## src/rtl/sio_pkg.sv

```systemverilog
package sio_pkg;
  localparam logic [7:0] KEY_ENTER  = 8'h87;
  localparam logic [7:0] KEY_EXIT   = 8'hAA;
  localparam logic [7:0] IDX_LDN    = 8'h07;
  localparam logic [7:0] IDX_CHIPID = 8'h20;
  localparam logic [7:0] IDX_ACT    = 8'h30;
  localparam logic [7:0] BANK_BASE  = 8'h30;
  localparam int         MUX_REGS   = 4;

  typedef enum logic [1:0] {
    LK_CLOSED = 2'd0,
    LK_HALF   = 2'd1,
    LK_OPEN   = 2'd2
  } lock_st_t;

  // index of each pin-routing byte, slot 0 lands in pin_mux[7:0]
  function automatic logic [7:0] mux_index(input int slot);
    case (slot)
      0:       return 8'h29;
      1:       return 8'h2B;
      2:       return 8'h2C;
      default: return 8'h2D;
    endcase
  endfunction
endpackage

```

## src/rtl/sio_key_lock.sv

```systemverilog
module sio_key_lock
  import sio_pkg::*;
(
  input  logic       clk,
  input  logic       rst,
  input  logic       base_wr,
  input  logic [7:0] wdata,
  output logic       unlocked
);
  lock_st_t st;

  always_ff @(posedge clk) begin
    if (rst) begin
      st <= LK_CLOSED;
    end else if (base_wr) begin
      case (st)
        LK_CLOSED: st <= (wdata == KEY_ENTER) ? LK_HALF : LK_CLOSED;
        LK_HALF:   st <= (wdata == KEY_ENTER) ? LK_OPEN : LK_CLOSED;
        LK_OPEN:   if (wdata == KEY_EXIT) st <= LK_CLOSED;
        default:   st <= LK_CLOSED;
      endcase
    end
  end

  assign unlocked = (st == LK_OPEN);
endmodule

```

## src/rtl/sio_glob_regs.sv

```systemverilog
module sio_glob_regs
  import sio_pkg::*;
#(
  parameter logic [7:0]  CHIP_ID = 8'h52,
  parameter logic [31:0] MUX_RST = 32'h0000_1000
) (
  input  logic        clk,
  input  logic        rst,
  input  logic        wr_en,
  input  logic [7:0]  idx,
  input  logic [7:0]  wdata,
  output logic [7:0]  rd_val,
  output logic [7:0]  ldn,
  output logic [31:0] mux
);
  localparam int MW = 8 * MUX_REGS;

  logic [MW-1:0]       mux_q;
  logic [MUX_REGS-1:0] mux_hit;

  always_ff @(posedge clk) begin
    if (rst)                          ldn <= 8'h00;
    else if (wr_en && idx == IDX_LDN) ldn <= wdata;
  end

  for (genvar g = 0; g < MUX_REGS; g++) begin : g_mux
    localparam logic [7:0] MY_IDX = mux_index(g);
    assign mux_hit[g] = (idx == MY_IDX);
    always_ff @(posedge clk) begin
      if (rst)                     mux_q[8*g +: 8] <= MUX_RST[8*g +: 8];
      else if (wr_en && mux_hit[g]) mux_q[8*g +: 8] <= wdata;
    end
  end

  always_comb begin
    rd_val = 8'h00;
    if (idx == IDX_LDN)    rd_val = ldn;
    if (idx == IDX_CHIPID) rd_val = CHIP_ID;
    for (int s = 0; s < MUX_REGS; s++)
      if (mux_hit[s]) rd_val = mux_q[8*s +: 8];
  end

  assign mux = mux_q;
endmodule

```

## src/rtl/sio_act_bank.sv

```systemverilog
module sio_act_bank #(
  parameter int NUM_LD = 16
) (
  input  logic              clk,
  input  logic              rst,
  input  logic              wr_en,
  input  logic [7:0]        ldn,
  input  logic              wbit,
  output logic [NUM_LD-1:0] active,
  output logic              rd_bit
);
  for (genvar g = 0; g < NUM_LD; g++) begin : g_act
    localparam logic [7:0] MY_LDN = 8'(g);
    always_ff @(posedge clk) begin
      if (rst)                          active[g] <= 1'b0;
      else if (wr_en && ldn == MY_LDN)  active[g] <= wbit;
    end
  end

  always_comb begin
    rd_bit = 1'b0;
    for (int n = 0; n < NUM_LD; n++)
      if (ldn == 8'(n)) rd_bit = active[n];
  end
endmodule

```

## src/rtl/sio_cfg_port.sv

```systemverilog
module sio_cfg_port
  import sio_pkg::*;
#(
  parameter int          NUM_LD  = 16,
  parameter logic [7:0]  CHIP_ID = 8'h52,
  parameter logic [31:0] MUX_RST = 32'h0000_1000
) (
  input  logic              clk,
  input  logic              rst,
  input  logic              bus_addr,
  input  logic              bus_wr,
  input  logic              bus_rd,
  input  logic [7:0]        bus_wdata,
  output logic [7:0]        bus_rdata,
  output logic              rd_valid,
  output logic              ld_wr_stb,
  output logic              ld_rd_stb,
  output logic [7:0]        ld_num,
  output logic [7:0]        ld_idx,
  output logic [7:0]        ld_wdata,
  input  logic [7:0]        ld_rdata,
  output logic [NUM_LD-1:0] ld_active,
  output logic [31:0]       pin_mux,
  output logic              wdog_pin_en
);
  localparam int WDOG_MUX_BIT = 8 + 4;  // bit 4 of the 0x2B byte

  logic       unlocked;
  logic [7:0] idx_q;
  logic [7:0] glob_rd;
  logic       act_rd;
  logic       rd_p1;
  logic [7:0] rd_hold;

  wire base_wr = bus_wr & ~bus_addr;
  wire data_wr = bus_wr & bus_addr & unlocked;
  wire data_rd = bus_rd & bus_addr & unlocked;
  wire banked  = (idx_q >= BANK_BASE);
  wire is_act  = (idx_q == IDX_ACT);
  wire dev_reg = banked & ~is_act;

  sio_key_lock u_lock (
    .clk      (clk),
    .rst      (rst),
    .base_wr  (base_wr),
    .wdata    (bus_wdata),
    .unlocked (unlocked)
  );

  sio_glob_regs #(.CHIP_ID(CHIP_ID), .MUX_RST(MUX_RST)) u_glob (
    .clk    (clk),
    .rst    (rst),
    .wr_en  (data_wr & ~banked),
    .idx    (idx_q),
    .wdata  (bus_wdata),
    .rd_val (glob_rd),
    .ldn    (ld_num),
    .mux    (pin_mux)
  );

  sio_act_bank #(.NUM_LD(NUM_LD)) u_act (
    .clk    (clk),
    .rst    (rst),
    .wr_en  (data_wr & is_act),
    .ldn    (ld_num),
    .wbit   (bus_wdata[0]),
    .active (ld_active),
    .rd_bit (act_rd)
  );

  always_ff @(posedge clk) begin
    if (rst)
      idx_q <= 8'h00;
    else if (base_wr && unlocked && bus_wdata != KEY_EXIT)
      idx_q <= bus_wdata;
  end

  // stage 1: strobes to the devices and local read value
  always_ff @(posedge clk) begin
    if (rst) begin
      rd_p1     <= 1'b0;
      rd_hold   <= 8'h00;
      ld_wr_stb <= 1'b0;
      ld_rd_stb <= 1'b0;
      ld_wdata  <= 8'h00;
    end else begin
      rd_p1     <= bus_rd;
      ld_wr_stb <= data_wr & dev_reg;
      ld_rd_stb <= data_rd & dev_reg;
      if (data_wr & dev_reg) ld_wdata <= bus_wdata;
      if (bus_rd) begin
        if (!unlocked)     rd_hold <= 8'hFF;
        else if (!bus_addr) rd_hold <= idx_q;
        else if (!banked)  rd_hold <= glob_rd;
        else if (is_act)   rd_hold <= {7'b0, act_rd};
        else               rd_hold <= 8'h00;
      end
    end
  end

  // stage 2: return data, device reply taken during its strobe cycle
  always_ff @(posedge clk) begin
    if (rst) begin
      rd_valid  <= 1'b0;
      bus_rdata <= 8'h00;
    end else begin
      rd_valid <= rd_p1;
      if (rd_p1) bus_rdata <= ld_rd_stb ? ld_rdata : rd_hold;
    end
  end

  assign ld_idx      = idx_q;
  assign wdog_pin_en = ~pin_mux[WDOG_MUX_BIT];
endmodule

```

## config.mk

```make
export PLATFORM = sky130hd
export DESIGN_NAME = sio_cfg_port
export DESIGN_NICKNAME = d
export VERILOG_FILES = /design/src/rtl/sio_pkg.sv /design/src/rtl/sio_key_lock.sv /design/src/rtl/sio_glob_regs.sv /design/src/rtl/sio_act_bank.sv /design/src/rtl/sio_cfg_port.sv
export SDC_FILE = /design/constraint.sdc
export NUM_CORES = 1
export LEC_CHECK = 0
export BUFFER_PORTS_ARGS = -buffer_cell sky130_fd_sc_hd__buf_2
export CAP_MARGIN = 10
export CORE_AREA = 2 2 103 105
export DETAILED_ROUTE_END_ITERATION = 6
export DIE_AREA = 0 0 105 107
export PLACE_DENSITY = 0.68
export RECOVER_POWER = 50
export REMOVE_ABC_BUFFERS = 1
export SLEW_MARGIN = 20
export SYNTH_ARGS = -nofsm -noshare
export SYNTH_HDL_FRONTEND = slang
export SYNTH_SLANG_ARGS = --single-unit
```

## constraint.sdc

```tcl
create_clock -name clk -period 2.53 [get_ports clk]
set_input_delay 0.1265 -clock clk [delete_from_list [all_inputs] [get_ports clk]]
set_output_delay 0.1265 -clock clk [all_outputs]
set_load 0.02 [all_outputs]
```

==> results of run 1 <==
[routing by layer]
layer	share of wire [%]	routed length, µm
met5	0	0
met3	6.4	824
met2	45	5780
met4	2.2	287
met1	46	5890
[logic make-up after synthesis]
family          share of synthesized area [%]
mux                                      15.8
simple gates                             23.7
compound gates                           13.9
flops                                    42.1
buf+inv                                  4.51
[worst max path at each step]
stage	startpoint	endpoint	slack, ns	cells past startpoint
finish	ld_idx[5]	u_glob.mux[12]	0.16	5
global route	ld_idx[5]	u_glob.mux[12]	0.003	5
CTS	ld_idx[5]	u_glob.mux[12]	0.19	5
detailed placement	ld_idx[5]	u_glob.mux[12]	0.19	5
global placement	ld_idx[5]	u_glob.mux[12]	0.24	5
floorplan	ld_idx[4]	u_glob.mux[0]	0.09	5
[worst max-delay path, cell delays in order, from the launching register on]
cell and delay, ns:
dfxtp_1 0.48, nor4b_4 0.47, nand3_1 0.46, nor2_2 0.51, nor2_1 0.08, a211o_1 0.27
[cells in the mapped netlist (3+ instances only)]
library cell / instances / area (µm²)
a2111oi_0: 5 / 43.8
a211oi_1: 17 / 128
a21oi_1: 27 / 135
a221oi_1: 3 / 26.3
a22o_1: 3 / 26.3
a2bb2oi_1: 3 / 26.3
a31oi_1: 3 / 18.8
and2_1: 3 / 18.8
clkbuf_1: 36 / 135
dfxtp_1: 94 / 1880
inv_1: 8 / 30.0
mux2i_1: 67 / 671
nand2_1: 38 / 143
nand2b_1: 11 / 68.8
nand3_1: 3 / 15.0
nand4_1: 19 / 119
nand4b_1: 3 / 26.3
nor2_1: 81 / 304
nor2_2: 3 / 18.8
nor2b_1: 11 / 68.8
nor3_1: 10 / 50.1
nor4_1: 5 / 31.3
o21ai_0: 12 / 60.1
o22ai_1: 5 / 31.3
o32ai_1: 5 / 43.8
or3_1: 3 / 18.8
[registers in the layout, indices dropped and copies added, names as in the netlist, 2 cells and up]
name / count
rd_hold: 8
ld_idx: 8
u_glob.mux: 32
u_act.active: 16
bus_rdata: 8
u_lock.st: 2
u_glob.ldn: 8
ld_wdata: 8
[power breakdown]
group,internal [mW],switching (mW)
Combinational,0.0401,0.0935
Clock,0.659,0.562
Sequential,1.50,0.0136
Total,2.20,0.669
[per-stage QoR]
stage               total power, mW  instances  hold slack (ns)
floorplan                      1.59        470            0.196
detailed placement             1.68        723            0.466
global placement               1.68        723            0.458
global route                   2.95        739           0.0927
CTS                            2.89        739           0.0781
finish                         2.87        739           0.0941
[layout make-up]
cell class / instances / area (µm²)
Clock inverter: 7 / 123
Timing Repair Buffer: 117 / 519
Tap cell: 136 / 170
Fill cell: 1030 / 4850
Sequential cell: 94 / 1880
Multi-Input combinational cell: 366 / 2390
Inverter: 10 / 37.5
Clock buffer: 9 / 124
==> results by group, run 1 <==
Status
  • Status: finished with violations
  • Failing checks: max-capacitance violations, max-slew violations

Logic synthesis
  • Predominant post-synthesis flop cell: dfxtp_1
  • Mapped Area: 0.00447 mm²
  • EDFF count, synth: 0
  • Ys Warns: 0
  • Number of synthesized register bits: 94
  • Async SR Flop Fraction: 0%
  • Unique masters post-synth: 51
  • Synthesized instance count: 511
  • Post-synthesis sequential area ratio: 42.1%
  • Syn avg cell area: 8.75 µm²

Die
  • IO Pins: 105
  • Number of core rows: 37
  • Placeable Area: 0.0101 mm²
  • Chip height: 107 µm
  • Starting Density: 44.3%
  • Die ar.: 0.0112 mm²
  • Die Span X: 105 µm

Finish
  • Finished Core Util: 51.9%
  • Fin area: 0.00524 mm²
  • Most frequent cells in the layout: 94 x dfxtp_1, 81 x nor2_1, 77 x clkbuf_1
  • Diodes inserted: 0
  • # nets final: 619
  • Layout cell share with drive strength beyond 1: 11.6%
  • Area delta synth->final: 17.3%
  • Commonest non-fill, non-tap cell in the layout: dfxtp_1

Clock network
  • Worst-Skew Late Latency: 0.37 ns
  • CTS Buf Count: 9
  • Clk sinks: 94
  • # Post-CTS Setup Buffers: 0
  • Clk root buf: clkbuf_8
  • CTS tree: done
  • Post-CTS Hold Fix Bufs: 0
  • Post-CTS sizing: 0
  • H-Tree Depth: 3
  • Clock transition at the registers of the reported paths: 0.09 ns
  • Clk buf depth: 2

Placed design
  • Placement Setup Slack: 0.186 ns
  • GP Congestion: 0.882
  • HPWL Detailed: 8.91 mm
  • DP Area: 0.00509 mm²
  • Number of port buffers: 104

Global routing
  • GR Util met2: 35.3%
  • Largest net degree at the start of global routing: 47
  • Met3 global-route usage: 4.19%
  • Global route overflow: 0
  • Global-route wire length before repair: 20.4 mm
  • Antenna violations before repair: 0
  • GRT Total Usage: 22.9%
  • Vias in the first global route: 3,724
  • GRT busiest layer: met2
  • M1 GR Usage: 31.6%

Hold path
  • Hold_sp: ld_rdata[7]
  • HP Class: input pin to flop
  • Hold EP: bus_rdata[7]
  • Hold Path Depth: 3

Worst setup path
  • RR Startpoint: ld_idx[5]
  • Setup crit end kind: flop
  • RR Endpoint: u_glob.mux[12]
  • CP Data Arrival Time: 2.64 ns
  • R2R cell count: 5
  • R2R setup slack: 0.16 ns
  • Setup Crit Path Kind: flop to flop
  • Critical path fanouts, max: 12
  • Worst setup SP type: flop
  • Worst Path Required: 2.80 ns

Route
  • Via density: 5.54
  • Via count: 4,094
  • # DRC: 0
  • DRT iter0 DRCs: 278
  • Wire length reported by the detailed router: 12.8 mm
  • Post-route ant nets: 0
  • DR pass1 iterations: 5
  • Wire length per cell: 17.3 µm

Timing
  • Unrepaired setup endpoints after global routing: no
  • Final slew viol count: 47
  • Worst slew margin: -34.6%
  • Tmin final: 2.37 ns
  • F_max: 422 MHz
  • Period utilization: 93.7%
  • Final hold viol count: 0
  • Setup TNS: 0 ns
  • Worst Tran Pin Value: 2.02 ns
  • Setup violators final: 0
  • Setup ws final: 0.159 ns
  • Clock skew: 0.0107 ns

Pwr
  • Worst vdd ir: 0.000306 V
  • Pwr per Cell Area: 547 mW/mm²
  • LEAKAGE: 1.92 nW

Job
  • Max cap viols: 1
(Power assumes the default switching activity.)
==> inputs of run 2 (changes only) <==
--- a/config.mk
+++ b/config.mk
@@ -8,6 +8,7 @@
 export BUFFER_PORTS_ARGS = -buffer_cell sky130_fd_sc_hd__buf_2
 export CAP_MARGIN = 10
 export CORE_AREA = 2 2 103 105
+export CTS_BUF_LIST = sky130_fd_sc_hd__clkbuf_8
 export DETAILED_ROUTE_END_ITERATION = 6
 export DIE_AREA = 0 0 105 107
 export PLACE_DENSITY = 0.68
==> constraint.sdc (replaced) <==
create_clock -name clk -period 2.3 [get_ports clk]
set_input_delay 0.115 -clock clk [delete_from_list [all_inputs] [get_ports clk]]
set_output_delay 0.115 -clock clk [all_outputs]
set_load 0.02 [all_outputs]
==> results by group, run 2 (synthesis results as in run 1) <==
Worst setup path
  • Setup Crit Path Kind: flop to flop
  • Slowest CP cell: dfxtp_1
  • Crit-path max cell delay: 0.43 ns (-0.08 ns)
  • Critical Path, Cell by Cell: a211oi_2 -> nand4_1 -> buf_4 -> nor4b_2 -> buf_4 -> mux2i_1 -> nor2_1
  • Critical path fanouts, max: 13 (+1)
  • Worst setup SP type: flop
  • Worst Path Required: 2.55 ns (-0.25 ns)
  • Setup crit end kind: flop
  • CP dominant cell by count: buf_4
  • R2R setup slack: 0.15 ns (about the same)
  • CP Data Arrival Time: 2.41 ns (-0.23 ns)

Route
  • Max Used Layer: met4
  • Wire length on met1: 6.09 mm (+3.3%)
  • Post-route ant nets: 0 (unchanged)
  • Wire length reported by the detailed router: 13.2 mm (+3.2%)
  • Met3 WL: 847 µm (+2.8%)
  • # DRC: 0 (unchanged)
  • Wire length per cell: 17.6 µm (+1.9%)
  • Met2 routed WL: 5.84 mm (+1.0%)
  • Via count: 4,223 (+3.2%)
  • DRT iter0 DRCs: 228 (-18%)
  • DR pass1 iterations: 5 (unchanged)
  • Via density: 5.65 (+1.9%)

Global routing
  • GRT Total Usage: 23.5% (+0.62 points)
  • Vias in the first global route: 3,858 (+3.6%)
  • Global-route wire length before repair: 20.8 mm (+2.0%)
  • Antenna violations before repair: 0 (unchanged)
  • Global route overflow: 0 (unchanged)
  • Largest net degree at the start of global routing: 48 (+2.1%)

Placed design
  • Placement Setup Slack: 0.184 ns (-0.00229 ns)
  • Placed instance count: 731 (+1.1%)
  • Number of port buffers: 104 (unchanged)
  • GP Congestion: 0.888 (+0.66%)
  • DP Area: 0.00517 mm² (+1.4%)
  • HPWL Detailed: 9.40 mm (+5.5%)

Clock network
  • Post-CTS Hold Fix Bufs: 0 (unchanged)
  • Clk root buf: clkbuf_8
  • CTS Buf Count: 9 (unchanged)
  • Clk sinks: 94 (unchanged)
  • Clock transition at the registers of the reported paths: 0.09 ns (about the same)
  • Worst-Skew Late Latency: 0.37 ns (about the same)
  • Clk buf depth: 2 (unchanged)
  • CTS tree: done
  • H-Tree Depth: 3 (unchanged)

Die
  • Chip height: 107 µm (unchanged)
  • IO Pins: 105 (unchanged)
  • Die ar.: 0.0112 mm² (unchanged)
  • Number of core rows: 37 (unchanged)
  • Die Span X: 105 µm (unchanged)
  • Placeable Area: 0.0101 mm² (unchanged)
  • Starting Density: 44.3% (unchanged)

Timing
  • Final hold viol count: 0 (unchanged)
  • Period utilization: 93.7% (about the same)
  • Final slew viol count: 0 (-100%)
  • Setup ws final: 0.145 ns (-0.0137 ns)
  • Unrepaired setup endpoints after global routing: no
  • Clock skew: 0.0165 ns (+0.00587 ns)
  • Tmin final: 2.15 ns (-0.216 ns)
  • Worst slew margin: 19.7% (+54 points)
  • Setup violators final: 0 (unchanged)
  • Worst Tran Pin Value: 1.20 ns (-0.814 ns)
  • F_max: 464 MHz (+10%)

Pwr
  • Total power: 3.04 mW (+6.0%)
  • Worst vdd ir: 0.000331 V (+8.0%)
  • Pwr per Cell Area: 574 mW/mm² (+5.0%)
  • LEAKAGE: 1.96 nW (+1.7%)

Finish
  • Fin area: 0.00529 mm² (+1.0%)
  • # nets final: 628 (+1.5%)
  • Layout cell share with drive strength beyond 1: 12.6% (+0.97 points)
  • Max reg flops: 32 (unchanged)
  • Most frequent cells in the layout: 94 x dfxtp_1, 81 x nor2_1, 80 x clkbuf_1
  • Diodes inserted: 0 (unchanged)
  • Area delta synth->final: 18.4%
  • Filler cell count: 1,021 (-0.87%)
  • Final Non-Filler Cells: 748 (+1.2%)
  • Commonest non-fill, non-tap cell in the layout: dfxtp_1

Job
  • Max cap viols: 0 (-1)

Status
  • Status: completed

Hold path
  • HP Class: input pin to flop
run 2: changes by cell type in the layout (fill, tap and decap cells not counted), sizes merged:
cell | before | now
bufinv | 3 | 2
buf | 39 | 46
clkbuf | 87 | 90
run 2: routing by layer:
| layer | up-vias | GRT usage, % |
|---|---|---|
| li1 | 2021 | - |
| met1 | 1995 | 33.0 |
| met2 | 174 | 35.1 |
| met3 | 33 | 3.59 |
| met4 | 0 | 11.8 |
| met5 | - | 0 |
run 2: path summary, 6_finish.rpt:
check	start	to	cells after the start
worst min register to register	u_glob.mux[30]	u_glob.mux[30]	2
worst max-delay path	ld_idx[4]	u_glob.mux[3]	7
worst min-delay path	ld_rdata[4]	bus_rdata[4]	3
worst max register to register	ld_idx[4]	u_glob.mux[3]	7
run 2: metrics by stage:
stage / hold WS, ns / utilization [%] / TNS [ns]
after floorplan: 0.184 / - / -1.12
after global placement: 0.459 / 51.2 / 0
after detailed placement: 0.465 / 51.2 / 0
after CTS: 0.0779 / 53.4 / 0
after global routing: 0.0931 / 52.5 / 0
final: 0.0851 / 52.5 / 0
run 2: critical path, delay by kind of cell (launching register included):
kind,cells,cell delay (ns)
buf+inv,2,0.43
mux,1,0.22
compound gates,1,0.42
simple gates,3,0.53
flops,1,0.43
run 2: where the power goes:
| part | total [mW] | leakage (nW) | switching [mW] | internal [mW] |
|---|---|---|---|---|
| Combinational | 0.154 | 1.09 | 0.105 | 0.0481 |
| Clock | 1.22 | 0.108 | 0.585 | 0.638 |
| Sequential | 1.66 | 0.761 | 0.0151 | 1.65 |
run 2: area by class of cell:
class	count	area, µm²	area share (%)
multi-input combinational	366	2390	45.2
sequential	94	1880	35.5
timing repair buffer	126	591	11.2
tap	136	170	3.21
clock buffer	10	138	2.60
clock inverter	6	85.1	1.61
inverter	10	37.5	0.709
run 2: timing repair:
item / 4_1_cts / 5_1_grt
buffers inserted: 0 / 1
setup endpoints to repair: 0 / 1
gates resized for setup: 0 / 1
